[src/rtl/tgl_ser_tx.sv]
module tgl_ser_tx #(
  parameter int W        = 4,
  parameter int ZERO_LEN = 4,
  parameter int ONE_LEN  = 2
) (
  input  logic         clk,
  input  logic         rst,
  input  logic [W-1:0] din,
  output logic         fetch_o,
  output logic         ser_o
);
  localparam int MAXL = (ZERO_LEN > ONE_LEN) ? ZERO_LEN : ONE_LEN;
  localparam int CW   = (MAXL > 1) ? $clog2(MAXL) : 1;
  localparam int BW   = (W > 1) ? $clog2(W) : 1;

  logic [W-1:0]  sh;
  logic [CW-1:0] cnt;
  logic [BW-1:0] bidx;
  logic          run;
  logic          tc, last, adv, nxt_msb;
  logic [CW-1:0] preset;

  assign tc      = (cnt == '0);
  assign last    = (bidx == BW'(W-1));
  assign fetch_o = !run || (tc && last);
  assign adv     = run && tc && !last;
  assign nxt_msb = fetch_o ? din[W-1] : sh[W-2];
  assign preset  = nxt_msb ? CW'(ONE_LEN-1) : CW'(ZERO_LEN-1);

  always_ff @(posedge clk) begin
    if (rst) begin
      run   <= 1'b0;
      ser_o <= 1'b0;
      sh    <= '0;
      cnt   <= '0;
      bidx  <= '0;
    end else begin
      if (fetch_o) begin
        sh   <= din;
        bidx <= '0;
        run  <= 1'b1;
      end else if (adv) begin
        sh   <= {sh[W-2:0], 1'b0};
        bidx <= bidx + 1'b1;
      end
      if (fetch_o || adv) begin
        ser_o <= ~ser_o;
        cnt   <= preset;
      end else begin
        cnt <= cnt - 1'b1;
      end
    end
  end
endmodule


[config.mk]
export PLATFORM = sky130hd
export DESIGN_NAME = tgl_ser_tx
export DESIGN_NICKNAME = d
export VERILOG_FILES = /design/src/rtl/tgl_ser_tx.sv
export SDC_FILE = /design/constraint.sdc
export NUM_CORES = 1
export LEC_CHECK = 0
export CAP_MARGIN = 20
export CORE_AREA = 2 2 39 41
export CTS_CLUSTER_SIZE = 20
export DETAILED_ROUTE_END_ITERATION = 10
export DIE_AREA = 0 0 41 43
export DONT_BUFFER_PORTS = 1
export PLACE_DENSITY = 0.46
export SLEW_MARGIN = 5
export SYNTH_ARGS = -nofsm -noshare
export SYNTH_HDL_FRONTEND = slang
export SYNTH_SLANG_ARGS = --single-unit
[constraint.sdc]
create_clock -name clk -period 1.31 [get_ports clk]
set_input_delay 0.262 -clock clk [delete_from_list [all_inputs] [get_ports clk]]
set_output_delay 0.262 -clock clk [all_outputs]
set_load 0.05 [all_outputs]
==> results.toml, run 1 <==
[timing]
finalSetupViolations = 1
timing_worst_slew_pin_value_ps = 235.1
finalHoldViolCount = 0
fmax_ghz = 0.7258
finClkSkew_ps = 1.800
layout_setup_ws_ps = -67.73
timing.slew.headroom_pct = 84.31
fin_crit_ps = 1378
report.final.slew_viol_count = 0
period_share_pct = 105.2
rsz0062_at_grt = "true"

[floorplanning]
start_util_pct = 28.57
fp.dieH_um = 43
dieArea_mm2 = 0.001763
num_rows = 14
io_pins = 8
die_x_um = 41
core-area_mm2 = 0.001384

[setup_path]
required_ps = 1050
path_delay_family = "flip-flops"
cp.arrival_ps = 1120
path_max_fanout = 2
cp.buffers_inverters = 1
slowest_delay_ps = 340
critical_path_class = "flip-flop to output port"
r2r_cells = 6
r2r_slack_ps = 60
rr_startpoint = "bidx[1]$_SDFFE_PP0P_"
r2r_end = "sh[1]$_SDFFE_PP0N_"
crit_slowest_cell = "dfxtp_2"
cp-start-kind = "flip-flop"
crit_chain = "inv_2 -> ha_4 -> nand2b_4 -> and2_4"
end_kind = "output port"

[global_route]
grt_pass1_wl_um = 1228
grt_start_max_net_pins = 9
grt.overflow.total = 0
grt.total_usage_pct = 11.83
grt_pass1_vias = 293
antenna_found_initial = 0

[finish]
layout-drive-gt1-share_pct = 41.18
fill_cells = 157
area_growth_pct = 32.28
antenna_cells = 0
nets = 60
final_design_area_no_fill_um2 = 523.0
layout.cells.non_filler = 67

[yosys]
synthDistinctLibCells = 18
yosysSeqAreaShare_pct = 45.57
ys_ff_latch = 9
synth_cells = 42
synth_area_um2 = 395.4
syn-num-nets = 50
avgSynthCellArea_um2 = 9.414
synth_warnings = 0

[place]
place_hpwl_um = 557.6
place.gp.congestion = 0.6851
placed_cell_area_um2 = 424.2
place_ws_ps = 35.88
io_buffers = 0
placed_cells = 59

[hold_path]
hold-path-endpoint = "cnt[0]$_SDFF_PP0_"
min_from = "rst"
min_path_type = "input pin to flip-flop"
hold_depth = 1

[drt]
avgRoutedWirePerCell_um = 11.76
drt-total-wl_um = 788
drc_errors = 0
vias = 293
viasPerCell = 4.373
drt_pre_antenna_iters = 3
drtAntennaViolNets = 0
initialDrtViolationCount = 4

[clock_network]
cts.sinks = 9
clockBufferDepth = 2
clk_pin_slew_ps = 70
cts_buffers = 3
cts_root_buf = "clkbuf_4"
cts_tree = "done"
clock_latency_ps = 270
cts.hold.buffers_added = 0
cts-htree-levels = 1

[pwr]
power_leakage_nw = 0.2221
powerDensity_mw_per_mm2 = 1299
ir_worst_vdd_v = 0.0006799

[run]
maxCapViolations = 0

[run_status]
status = "finished, violations left"
violations = "negative setup slack"
## flip-flops by register name, summed over array words and instances, names as in the netlist
signal  cells
ser_o       1
sh          3
run         1
cnt         2
bidx        2
## stage by stage
stage / total power, mW / TNS, ps / util [%] / hold WS (ps)
after floorplan: 0.4129 / 0 / - / 331.1
after global placement: 0.4318 / 0 / 30.65 / 332.7
after detailed placement: 0.4349 / 0 / 30.65 / 335.2
after CTS: 0.6940 / -81.37 / 37.79 / 32.93
after global routing: 0.7312 / -122.5 / 37.79 / 23.05
final: 0.6796 / -67.73 / 37.79 / 45.47
## cell usage after synthesis (all sizes together)
| cell type | count | area [um^2] |
|---|---|---|
| o21ai | 2 | 10.01 |
| a31o | 1 | 8.760 |
| nand2 | 2 | 7.510 |
| nand3b | 1 | 7.510 |
| nand2b | 3 | 18.77 |
| buf | 2 | 18.77 |
| a21oi | 5 | 25.02 |
| nor2b | 1 | 6.260 |
| ha | 2 | 25.02 |
| xnor2 | 1 | 8.760 |
| dfxtp | 9 | 180.2 |
| and2 | 1 | 6.260 |
| nand3 | 1 | 5.000 |
| mux2i | 4 | 40.04 |
| nor3 | 1 | 5.000 |
| inv | 3 | 11.26 |
| nor2 | 3 | 11.26 |
## power by group
part / switching (mW) / leakage, nW / internal [mW]
sequential: 0.0135 / 0.0756 / 0.298
combinational: 0.0764 / 0.129 / 0.0668
clock: 0.112 / 0.0177 / 0.113
total: 0.202 / 0.222 / 0.478
## layer usage
metal,global-route usage [%],vias up,share of wire [%]
met1,11.18,125,44
met3,9.948,2,8.5
met2,16.25,8,46
met4,8.000,0,1.3
met5,0,-,0
li1,-,158,-
## worst max path at each step
stage | cells past startpoint | startpoint | end | slack [ps]
6_report | 4 | cnt[0]$_SDFF_PP0_ | fetch_o | -70
5_1_grt | 4 | cnt[0]$_SDFF_PP0_ | fetch_o | -120
4_1_cts | 4 | cnt[0]$_SDFF_PP0_ | fetch_o | -80
3_5_place_dp | 5 | bidx[0]$_SDFFE_PP0P_ | sh[1]$_SDFFE_PP0N_ | 40
3_3_place_gp | 5 | bidx[0]$_SDFFE_PP0P_ | sh[1]$_SDFFE_PP0N_ | 70
2_1_floorplan | 5 | cnt[0]$_SDFF_PP0_ | fetch_o | 20
## what timing repair did
action / in CTS / in global routing
buffers inserted: 4 / 0
setup endpoints to repair: 1 / 1
pin swaps: 3 / 0
gates resized for setup: 10 / 0
gates cloned: 0 / 0
## kinds of logic (layout without fill, tap and decap cells)
family,after synthesis,in the layout,synth area share [%]
mux,4,4,10.13
fa+ha+maj,2,2,6.328
buf+inv,5,14,7.595
simple gates,13,13,17.09
xor+xnor,1,1,2.216
flops,9,9,45.57
compound gates,8,8,11.08
## cells in the final DEF, fill, tap and decap left out, types with 2 or more instances in the layout
cell      Yosys  routed
dfxtp_1       9       6
a21oi_1       5       5
o21ai_0       2       2
ha_4          0       2
mux2i_1       4       4
nor2_1        3       3
nand2_1       2       2
clkbuf_4      0       3
buf_4         1       7
nand2b_4      0       2
inv_2         0       2
dfxtp_2       0       3
## final cells by class
class                      instances  area (um^2)  area share (%)
clock buffer                       3        22.52           4.306
clock inverter                     1        5.005          0.9569
inverter                           3        11.26           2.153
multi-input combinational         28        227.7           43.54
sequential                         9        183.9           35.17
tap                               16        20.02           3.828
timing repair buffer               7        52.55           10.05
Power figures use the tool's default switching activity.
==> inputs of run 2 (changes only) <==
--- a/config.mk
+++ b/config.mk
@@ -11,6 +11,7 @@
 export DETAILED_ROUTE_END_ITERATION = 10
 export DIE_AREA = 0 0 41 43
 export DONT_BUFFER_PORTS = 1
+export GPL_ROUTABILITY_DRIVEN = 0
 export PLACE_DENSITY = 0.46
 export SLEW_MARGIN = 5
 export SYNTH_ARGS = -nofsm -noshare
==> results of run 2 <==
Final layout, timing and power as in run 1 (identical DEF).
==> inputs of run 3 (changes only) <==
--- a/config.mk
+++ b/config.mk
@@ -17,3 +17,4 @@
 export SYNTH_ARGS = -nofsm -noshare
 export SYNTH_HDL_FRONTEND = slang
 export SYNTH_SLANG_ARGS = --single-unit
+export TNS_END_PERCENT = 100
==> results of run 3 <==
Final layout, timing and power as in run 1 (identical DEF).
